$ cat config.mk
export PLATFORM = sky130hd
export DESIGN_NAME = pgdram_fill_ctrl
export DESIGN_NICKNAME = d
export VERILOG_FILES = /design/src/rtl/pgdram_pkg.sv /design/src/rtl/pgd_refresh_sched.sv /design/src/rtl/pgd_read_seq.sv /design/src/rtl/pgd_beat_capture.sv /design/src/rtl/pgdram_fill_ctrl.sv
export SDC_FILE = /design/constraint.sdc
export NUM_CORES = 1
export LEC_CHECK = 0
export BUFFER_PORTS_ARGS = -buffer_cell sky130_fd_sc_hd__buf_2
export CORE_MARGIN = 2
export CORE_UTILIZATION = 40
export DETAILED_ROUTE_END_ITERATION = 10
export PLACE_DENSITY = 0.75
export REMOVE_ABC_BUFFERS = 1
export SKIP_LAST_GASP = 1
export SYNTH_ARGS = -nofsm -noshare
export SYNTH_HDL_FRONTEND = slang
export SYNTH_SLANG_ARGS = --single-unit
$ cat constraint.sdc
create_clock -name clk -period 4.8 [get_ports clk]
set_input_delay 0.72 -clock clk [delete_from_list [all_inputs] [get_ports clk]]
set_output_delay 0.72 -clock clk [all_outputs]
set_load 0.05 [all_outputs]
$ cat src/rtl/pgdram_pkg.sv
package pgdram_pkg;

  typedef enum logic [1:0] {
    ST_IDLE = 2'd0,
    ST_READ = 2'd1,
    ST_RFSH = 2'd2
  } seq_state_t;

  // Cycle count (after the accepting edge) at which a given beat is captured.
  function automatic int unsigned beat_slot(input int unsigned first,
                                            input int unsigned step,
                                            input int unsigned idx);
    return first + idx * step;
  endfunction

endpackage

$ cat src/rtl/pgd_refresh_sched.sv
module pgd_refresh_sched #(
  parameter int unsigned INTERVAL = 488,
  parameter int unsigned ROW_W    = 11
) (
  input  logic             clk,
  input  logic             rst_n,
  input  logic             grant_i,
  input  logic             finish_i,
  output logic             tick_o,
  output logic             pend_o,
  output logic [ROW_W-1:0] row_o
);
  localparam int unsigned TMR_W = (INTERVAL > 1) ? $clog2(INTERVAL) : 1;

  logic [TMR_W-1:0] tmr_q;

  assign tick_o = (tmr_q == TMR_W'(INTERVAL - 1));

  always_ff @(posedge clk) begin
    if (!rst_n) begin
      tmr_q <= '0;
    end else if (tick_o) begin
      tmr_q <= '0;
    end else begin
      tmr_q <= tmr_q + 1'b1;
    end
  end

  always_ff @(posedge clk) begin
    if (!rst_n) begin
      pend_o <= 1'b0;
    end else if (tick_o) begin
      pend_o <= 1'b1;
    end else if (grant_i) begin
      pend_o <= 1'b0;
    end
  end

  // The row counter wraps naturally at the top of the array.
  always_ff @(posedge clk) begin
    if (!rst_n) begin
      row_o <= '0;
    end else if (finish_i) begin
      row_o <= row_o + 1'b1;
    end
  end

endmodule

$ cat src/rtl/pgd_read_seq.sv
module pgd_read_seq
  import pgdram_pkg::*;
#(
  parameter int unsigned BEATS   = 4,
  parameter int unsigned T_ROW   = 2,
  parameter int unsigned T_FIRST = 5,
  parameter int unsigned T_FPM   = 3,
  parameter int unsigned T_EDO   = 2,
  parameter int unsigned T_RFSH  = 4,
  parameter int unsigned CNT_W   = 5,
  parameter int unsigned BEAT_W  = 2
) (
  input  logic              clk,
  input  logic              rst_n,
  input  logic              req_i,
  input  logic              edo_i,
  input  logic              pend_i,
  output logic              ready_o,
  output logic              accept_o,
  output logic              grant_o,
  output logic              finish_o,
  output logic              in_read_o,
  output logic              in_rfsh_o,
  output logic              row_phase_o,
  output logic [BEAT_W-1:0] beat_sel_o,
  output logic              fire_o,
  output logic              end_read_o,
  output logic              ras_n_o,
  output logic              cas_n_o
);
  seq_state_t       st_q, st_d;
  logic [CNT_W-1:0] cnt_q, cnt_d;
  logic             edo_q;
  logic [CNT_W-1:0] step;
  logic [CNT_W-1:0] last_slot;
  logic [CNT_W-1:0] slot_v;
  logic             fire_any;
  logic             cas_any;
  logic [BEAT_W-1:0] sel_v;

  assign in_read_o = (st_q == ST_READ);
  assign in_rfsh_o = (st_q == ST_RFSH);
  assign step      = edo_q ? CNT_W'(T_EDO) : CNT_W'(T_FPM);
  assign last_slot = CNT_W'(beat_slot(T_FIRST, edo_q ? T_EDO : T_FPM, BEATS - 1));

  // Beat window decode from the single cycle counter.
  always_comb begin
    fire_any = 1'b0;
    cas_any  = 1'b0;
    sel_v    = '0;
    slot_v   = '0;
    for (int j = BEATS - 1; j >= 0; j--) begin
      slot_v = CNT_W'(T_FIRST) + CNT_W'(j) * step;
      if (cnt_q == slot_v) begin
        fire_any = 1'b1;
      end
      if ((cnt_q == slot_v - 1'b1) || (!edo_q && (cnt_q == slot_v))) begin
        cas_any = 1'b1;
      end
      if (cnt_q <= slot_v) begin
        sel_v = BEAT_W'(j);
      end
    end
  end

  assign fire_o      = in_read_o && fire_any;
  assign beat_sel_o  = sel_v;
  assign row_phase_o = in_read_o && (cnt_q <= CNT_W'(T_ROW));
  assign end_read_o  = in_read_o && (cnt_q == last_slot + 1'b1);
  assign finish_o    = in_rfsh_o && (cnt_q == CNT_W'(T_RFSH + 1));
  assign ready_o     = (st_q == ST_IDLE) && !pend_i;
  assign accept_o    = ready_o && req_i;
  assign grant_o     = (st_q == ST_IDLE) && pend_i;

  assign ras_n_o = !((in_read_o && (cnt_q <= last_slot)) ||
                     (in_rfsh_o && (cnt_q <= CNT_W'(T_RFSH))));
  assign cas_n_o = !(in_read_o && !row_phase_o && cas_any);

  always_comb begin
    st_d  = st_q;
    cnt_d = cnt_q;
    unique case (st_q)
      ST_IDLE: begin
        if (grant_o) begin
          st_d  = ST_RFSH;
          cnt_d = CNT_W'(1);
        end else if (accept_o) begin
          st_d  = ST_READ;
          cnt_d = CNT_W'(1);
        end
      end
      ST_READ: begin
        if (end_read_o) begin
          st_d  = ST_IDLE;
          cnt_d = '0;
        end else begin
          cnt_d = cnt_q + 1'b1;
        end
      end
      ST_RFSH: begin
        if (finish_o) begin
          st_d  = ST_IDLE;
          cnt_d = '0;
        end else begin
          cnt_d = cnt_q + 1'b1;
        end
      end
      default: begin
        st_d  = ST_IDLE;
        cnt_d = '0;
      end
    endcase
  end

  always_ff @(posedge clk) begin
    if (!rst_n) begin
      st_q  <= ST_IDLE;
      cnt_q <= '0;
      edo_q <= 1'b0;
    end else begin
      st_q  <= st_d;
      cnt_q <= cnt_d;
      if (accept_o) begin
        edo_q <= edo_i;
      end
    end
  end

endmodule

$ cat src/rtl/pgd_beat_capture.sv
module pgd_beat_capture #(
  parameter int unsigned DATA_W = 64
) (
  input  logic              clk,
  input  logic              rst_n,
  input  logic              fire_i,
  input  logic              last_i,
  input  logic [DATA_W-1:0] dq_i,
  output logic              ack_o,
  output logic [DATA_W-1:0] data_o,
  output logic              done_o
);
  always_ff @(posedge clk) begin
    if (!rst_n) begin
      ack_o  <= 1'b0;
      done_o <= 1'b0;
      data_o <= '0;
    end else begin
      ack_o  <= fire_i;
      done_o <= last_i;
      if (fire_i) begin
        data_o <= dq_i;
      end
    end
  end

endmodule

$ cat src/rtl/pgdram_fill_ctrl.sv
module pgdram_fill_ctrl #(
  parameter int unsigned LINE_W         = 11,
  parameter int unsigned DATA_W         = 64,
  parameter int unsigned BEATS          = 4,
  parameter int unsigned T_ROW          = 2,
  parameter int unsigned T_FIRST        = 5,
  parameter int unsigned T_FPM          = 3,
  parameter int unsigned T_EDO          = 2,
  parameter int unsigned T_RFSH         = 4,
  parameter int unsigned REFRESH_PERIOD = 1000000
) (
  input  logic                  clk,
  input  logic                  rst_n,
  input  logic                  req_i,
  input  logic [2*LINE_W-1:0]   req_addr_i,
  input  logic                  edo_mode_i,
  output logic                  ready_o,
  output logic                  ack_o,
  output logic [DATA_W-1:0]     rdata_o,
  output logic                  done_o,
  output logic                  dram_ras_n_o,
  output logic                  dram_cas_n_o,
  output logic [LINE_W-1:0]     dram_addr_o,
  input  logic [DATA_W-1:0]     dram_dq_i
);
  localparam int unsigned ROWS     = 1 << LINE_W;
  localparam int unsigned INTERVAL = REFRESH_PERIOD / ROWS;
  localparam int unsigned BEAT_W   = $clog2(BEATS);
  localparam int unsigned STEP_MAX = (T_FPM > T_EDO) ? T_FPM : T_EDO;
  localparam int unsigned CNT_MAX  = T_FIRST + (BEATS - 1) * STEP_MAX + T_RFSH + 2;
  localparam int unsigned CNT_W    = $clog2(CNT_MAX + 1);

  // Named internal events, observed by the bound checker.
  logic              ref_tick;
  logic              ref_pend;
  logic              ref_grant;
  logic              ref_finish;
  logic [LINE_W-1:0] ref_row;
  logic              in_read;
  logic              in_rfsh;
  logic              row_phase;
  logic [BEAT_W-1:0] beat_sel;
  logic              beat_fire;
  logic              read_end;
  logic              accept;
  logic [LINE_W-1:0] row_q;
  logic [LINE_W-1:0] col_q;

  function automatic logic [LINE_W-1:0] beat_column(input logic [LINE_W-1:0] base,
                                                    input logic [BEAT_W-1:0] idx);
    logic [LINE_W-1:0] c;
    c              = base;
    c[BEAT_W-1:0]  = base[BEAT_W-1:0] + idx;
    return c;
  endfunction

  pgd_refresh_sched #(
    .INTERVAL (INTERVAL),
    .ROW_W    (LINE_W)
  ) i_rfsh (
    .clk      (clk),
    .rst_n    (rst_n),
    .grant_i  (ref_grant),
    .finish_i (ref_finish),
    .tick_o   (ref_tick),
    .pend_o   (ref_pend),
    .row_o    (ref_row)
  );

  pgd_read_seq #(
    .BEATS   (BEATS),
    .T_ROW   (T_ROW),
    .T_FIRST (T_FIRST),
    .T_FPM   (T_FPM),
    .T_EDO   (T_EDO),
    .T_RFSH  (T_RFSH),
    .CNT_W   (CNT_W),
    .BEAT_W  (BEAT_W)
  ) i_seq (
    .clk         (clk),
    .rst_n       (rst_n),
    .req_i       (req_i),
    .edo_i       (edo_mode_i),
    .pend_i      (ref_pend),
    .ready_o     (ready_o),
    .accept_o    (accept),
    .grant_o     (ref_grant),
    .finish_o    (ref_finish),
    .in_read_o   (in_read),
    .in_rfsh_o   (in_rfsh),
    .row_phase_o (row_phase),
    .beat_sel_o  (beat_sel),
    .fire_o      (beat_fire),
    .end_read_o  (read_end),
    .ras_n_o     (dram_ras_n_o),
    .cas_n_o     (dram_cas_n_o)
  );

  pgd_beat_capture #(
    .DATA_W (DATA_W)
  ) i_cap (
    .clk    (clk),
    .rst_n  (rst_n),
    .fire_i (beat_fire),
    .last_i (read_end),
    .dq_i   (dram_dq_i),
    .ack_o  (ack_o),
    .data_o (rdata_o),
    .done_o (done_o)
  );

  always_ff @(posedge clk) begin
    if (!rst_n) begin
      row_q <= '0;
      col_q <= '0;
    end else if (accept) begin
      row_q <= req_addr_i[2*LINE_W-1:LINE_W];
      col_q <= req_addr_i[LINE_W-1:0];
    end
  end

  always_comb begin
    dram_addr_o = '0;
    if (in_read) begin
      dram_addr_o = row_phase ? row_q : beat_column(col_q, beat_sel);
    end else if (in_rfsh) begin
      dram_addr_o = ref_row;
    end
  end

endmodule

==> results summary <==
The run finished with clean final reports. Dividing the final minimum period by the clock period gives around four fifths. The worst hold path belongs to the class reg2reg. The clock passes through at most 2 buffers. The cell row count came out at 41. The fraction of final layout cells sized beyond drive strength 1 came out at 29.54%. After the flow finishes, the layout carries non-filler instances totaling around 950.

The setup violation total in the final timing report came out at 0. The number of antenna diodes in the final layout is 0. The count of unresolved DRC violations after routing is 0. In this run, post-CTS repair resized a total of 0 instances. The overall overflow remaining after global route is 0.

The wire length after detailed routing came out at between 10 and 15 mm. The sequential cell area fraction in the yosys report came out at about 44%. The share of synthesized flip-flops with an asynchronous set or reset came out at 0%. The total via count in the routed design is 4694. From bottom edge to top edge, the die measures 118.9 microns. Power spread over the standard cell area amounts to about 370 mW/mm^2. The cell area reported after detailed placement came out at a little over 0.006 sq mm. The net count of the finished layout is slightly below 900. Setup slack on the critical path of the routed design comes to between 900 and 1000 ps.

The iteration-0 DRC count of the detailed router is 234. The clock skew came out at 9.686 ps. The number of standard cells after synthesis came out at 627. The number of iterations in the first detailed-routing pass is 4.

The peak supply drop came out at 262.3 uV. The worst setup path is captured at an output pin. Setup repair after global routing left no endpoint under its margin. Headroom to the max-slew limit came out at 38.52%.

The average vias per placed instance came out at 4.920. The detailed-route wire length per cell is around 13 microns. The clock tree from TritonCTS is yes.

The number of max-slew violations in the final report was 0. The synthesized design contains 0 enable-type register cells. The aggregate negative setup slack came out at 0 ps. The clock network latency to the later pin of the worst-skew pair is roughly 400 ps. The area of the core is 0.01277 sq mm.

The count of max-cap constraint violations is 0. The number of global-route vias before repair was 4485. The maximum clock frequency is 0.2625 GHz. At the end of routability-driven placement, the weighted congestion stood at approximately 0.9. After layout, the minimum clock period comes to 3810 ps. The number of register bits inferred by synthesis is 117. The clock tree synthesis step divided the H-tree into 4 levels. The sum of net half-perimeters after detailed placement is between 8 and 9 mm. The maximum number of pins on one net before global-route repair is 95.

For the pin with the worst max-slew slack, the measured transition is ~900 ps. The root buffer cell chosen for the clock tree is sky130_fd_sc_hd__clkbuf_16. The static power due to leakage came out at approximately 2.8 nW. The number of buffers inserted by port buffering is roughly 170.

The cell area after technology mapping is 0.005281 sq mm. The nature of the critical path startpoint is a flip-flop. The initial antenna violation count came to 0. The number of buffers inserted by post-CTS setup repair came out at 0. The critical path in this run is classified as reg2out. Timing analysis after detailed placement gives a worst setup slack of 1424 ps. The clock input transition at the sequential cells of the worst setup and hold paths came out at about 50 ps. The overall routing resource usage came out at between 10% and 20%. The number of buffers inserted during clock tree synthesis came out at 17.

The count of nets left with antenna violations once routing finished came out at 0. The finished cells cover roughly 0.0067 sq mm. The final number of hold-violating endpoints is 0.

The die footprint came out at around 0.014 sq mm. For the worst setup path, the data arrival time is just over 3000 ps. The initial standard-cell utilization of the core came out at roughly two fifths. The largest fanout on the critical path is 7. The netlist uses 53 different library cells. The horizontal die dimension is between 100 and 150 microns. The number of clock sinks seen by CTS is roughly 120.

The final-layout fill cell count is between 1000 and 1500. The boundary pin count came out at 170. A synthesized cell averages around 8.4 sq um. The number of hold buffers added after CTS came out at 0. The required time at the endpoint of the critical path came out at 4080 ps.

The cell count after placement is approximately 920. The first-pass GRT wire length came out at 20.62 mm. Among all flip-flop cells after synthesis, the most frequent one is sky130_fd_sc_hd__dfxtp_1. Compared with the post-synthesis result, the final layout area differs by 26.94%. The Yosys step of the flow raised 0 warnings.
-- where the power goes --
part           leakage [nW]  switching, mW  internal, mW
registers             0.948         0.0171         0.996
logic                  1.59          0.127        0.0695
clock network         0.288          0.427         0.865
total                  2.83          0.572          1.93
-- flip-flops by register name, summed over array words and instances (netlist names) --
name and count:
i_cap.data_o 64, col_q 11, i_rfsh.row_o 11, row_q 11, i_rfsh.tmr_q 9, i_seq.cnt_q 5, i_seq.st_q 2, i_cap.ack_o 1
i_cap.done_o 1, i_rfsh.pend_o 1, i_seq.edo_q 1
-- cell usage after synthesis, types with 2 or more instances --
cell type | number | area, sq um
sky130_fd_sc_hd__nor3_1 | 5 | 25.02
sky130_fd_sc_hd__buf_4 | 10 | 75.07
sky130_fd_sc_hd__o21ai_0 | 67 | 335.3
sky130_fd_sc_hd__o22ai_1 | 2 | 12.51
sky130_fd_sc_hd__o221a_2 | 2 | 22.52
sky130_fd_sc_hd__and2_1 | 14 | 87.58
sky130_fd_sc_hd__nor2b_1 | 9 | 56.30
sky130_fd_sc_hd__a21oi_1 | 7 | 35.03
sky130_fd_sc_hd__clkbuf_2 | 5 | 25.02
sky130_fd_sc_hd__o21ai_2 | 10 | 87.58
sky130_fd_sc_hd__nor3b_1 | 2 | 15.01
sky130_fd_sc_hd__dfxtp_1 | 117 | 2342
sky130_fd_sc_hd__and3_1 | 7 | 43.79
sky130_fd_sc_hd__nand2b_1 | 2 | 12.51
sky130_fd_sc_hd__buf_2 | 4 | 20.02
sky130_fd_sc_hd__nor4bb_1 | 2 | 20.02
sky130_fd_sc_hd__mux2i_1 | 11 | 110.1
sky130_fd_sc_hd__a21boi_0 | 27 | 202.7
sky130_fd_sc_hd__nand3_1 | 68 | 340.3
sky130_fd_sc_hd__xnor2_1 | 8 | 70.07
sky130_fd_sc_hd__buf_12 | 3 | 60.06
sky130_fd_sc_hd__nor2_1 | 15 | 56.30
sky130_fd_sc_hd__clkbuf_1 | 23 | 86.33
sky130_fd_sc_hd__inv_1 | 3 | 11.26
sky130_fd_sc_hd__nand2_1 | 141 | 529.3
sky130_fd_sc_hd__o21ai_1 | 7 | 35.03
sky130_fd_sc_hd__xor2_1 | 7 | 61.31
sky130_fd_sc_hd__ha_1 | 12 | 150.1
sky130_fd_sc_hd__nand3_2 | 10 | 100.1
sky130_fd_sc_hd__o22a_1 | 2 | 17.52
sky130_fd_sc_hd__or3_1 | 3 | 18.77
-- per-layer routing --
layer  routed length (microns)  global-route usage [%]  up-vias
met5                         0                       0        -
met4                       212                   6.771        0
met3                       828                   6.561       18
met2                      5731                   29.49      126
met1                      5425                   21.27     2117
li1                          -                       -     2433
-- cells in the final DEF (no fill, tap or decap), types with 8 or more instances in the layout --
master	instances
sky130_fd_sc_hd__nand3_1	68
sky130_fd_sc_hd__nand3_2	10
sky130_fd_sc_hd__mux2i_1	11
sky130_fd_sc_hd__nor2_1	15
sky130_fd_sc_hd__and2_1	14
sky130_fd_sc_hd__nand2_1	141
sky130_fd_sc_hd__o21ai_2	10
sky130_fd_sc_hd__nor2b_1	9
sky130_fd_sc_hd__clkbuf_16	17
sky130_fd_sc_hd__dfxtp_1	117
sky130_fd_sc_hd__a21boi_0	27
sky130_fd_sc_hd__ha_1	12
sky130_fd_sc_hd__o21ai_0	67
sky130_fd_sc_hd__buf_2	168
sky130_fd_sc_hd__xnor2_1	8
-- layout make-up --
cell class	count	area, sq um	share of cell area [%]
tap	172	215.2	3.210
timing repair buffer	172	883.3	13.18
clock inverter	7	121.4	1.810
clock buffer	23	488.0	7.279
inverter	3	11.26	0.1680
multi-input combinational	460	2643	39.42
sequential	117	2342	34.94
-- cells by family (layout without fill, tap and decap cells) --
family          count (synthesis)  count (layout)  share of synthesized area [%]
xor+xnor                       15              15                          2.488
compound gates                134             134                          15.78
simple gates                  288             288                          26.84
buf+inv                        50             205                          5.615
mux                            11              11                          2.085
flops                         117             117                          44.35
fa+ha+maj                      12              12                          2.843
-- worst max-delay path, stage by stage (launching register included) --
cell and delay, ps:
sky130_fd_sc_hd__dfxtp_1 460, sky130_fd_sc_hd__inv_1 110, sky130_fd_sc_hd__ha_1 370, sky130_fd_sc_hd__or3b_1 360
sky130_fd_sc_hd__a211o_1 300, sky130_fd_sc_hd__a21oi_1 140, sky130_fd_sc_hd__nor2_1 60, sky130_fd_sc_hd__ha_1 180
sky130_fd_sc_hd__xor2_1 150, sky130_fd_sc_hd__xnor2_1 120, sky130_fd_sc_hd__o221ai_1 140, sky130_fd_sc_hd__buf_2 290
-- final timing paths --
kind / from / to / slack (ps) / depth (start not counted)
worst min register to register: i_cap.data_o[62]$_SDFFE_PN0P_ / i_cap.data_o[62]$_SDFFE_PN0P_ / 450 / 2
worst min-delay path: i_cap.data_o[62]$_SDFFE_PN0P_ / i_cap.data_o[62]$_SDFFE_PN0P_ / 450 / 2
worst max-delay path: i_seq.edo_q$_SDFFE_PN0P_ / dram_addr_o[1] / 990 / 11
worst max register to register: i_seq.edo_q$_SDFFE_PN0P_ / i_cap.data_o[25]$_SDFFE_PN0P_ / 1680 / 9
-- stage by stage --
step | hold slack, ps | utilization (%) | power (mW)
final | 447.5 | 52.48 | 2.503
after global routing | 473.0 | 52.48 | 2.598
after CTS | 446.7 | 52.48 | 2.528
after detailed placement | 439.2 | 47.71 | 1.230
after global placement | 433.5 | 47.71 | 1.228
after floorplan | 437.7 | - | 1.138
Power figures use the tool's default switching activity.
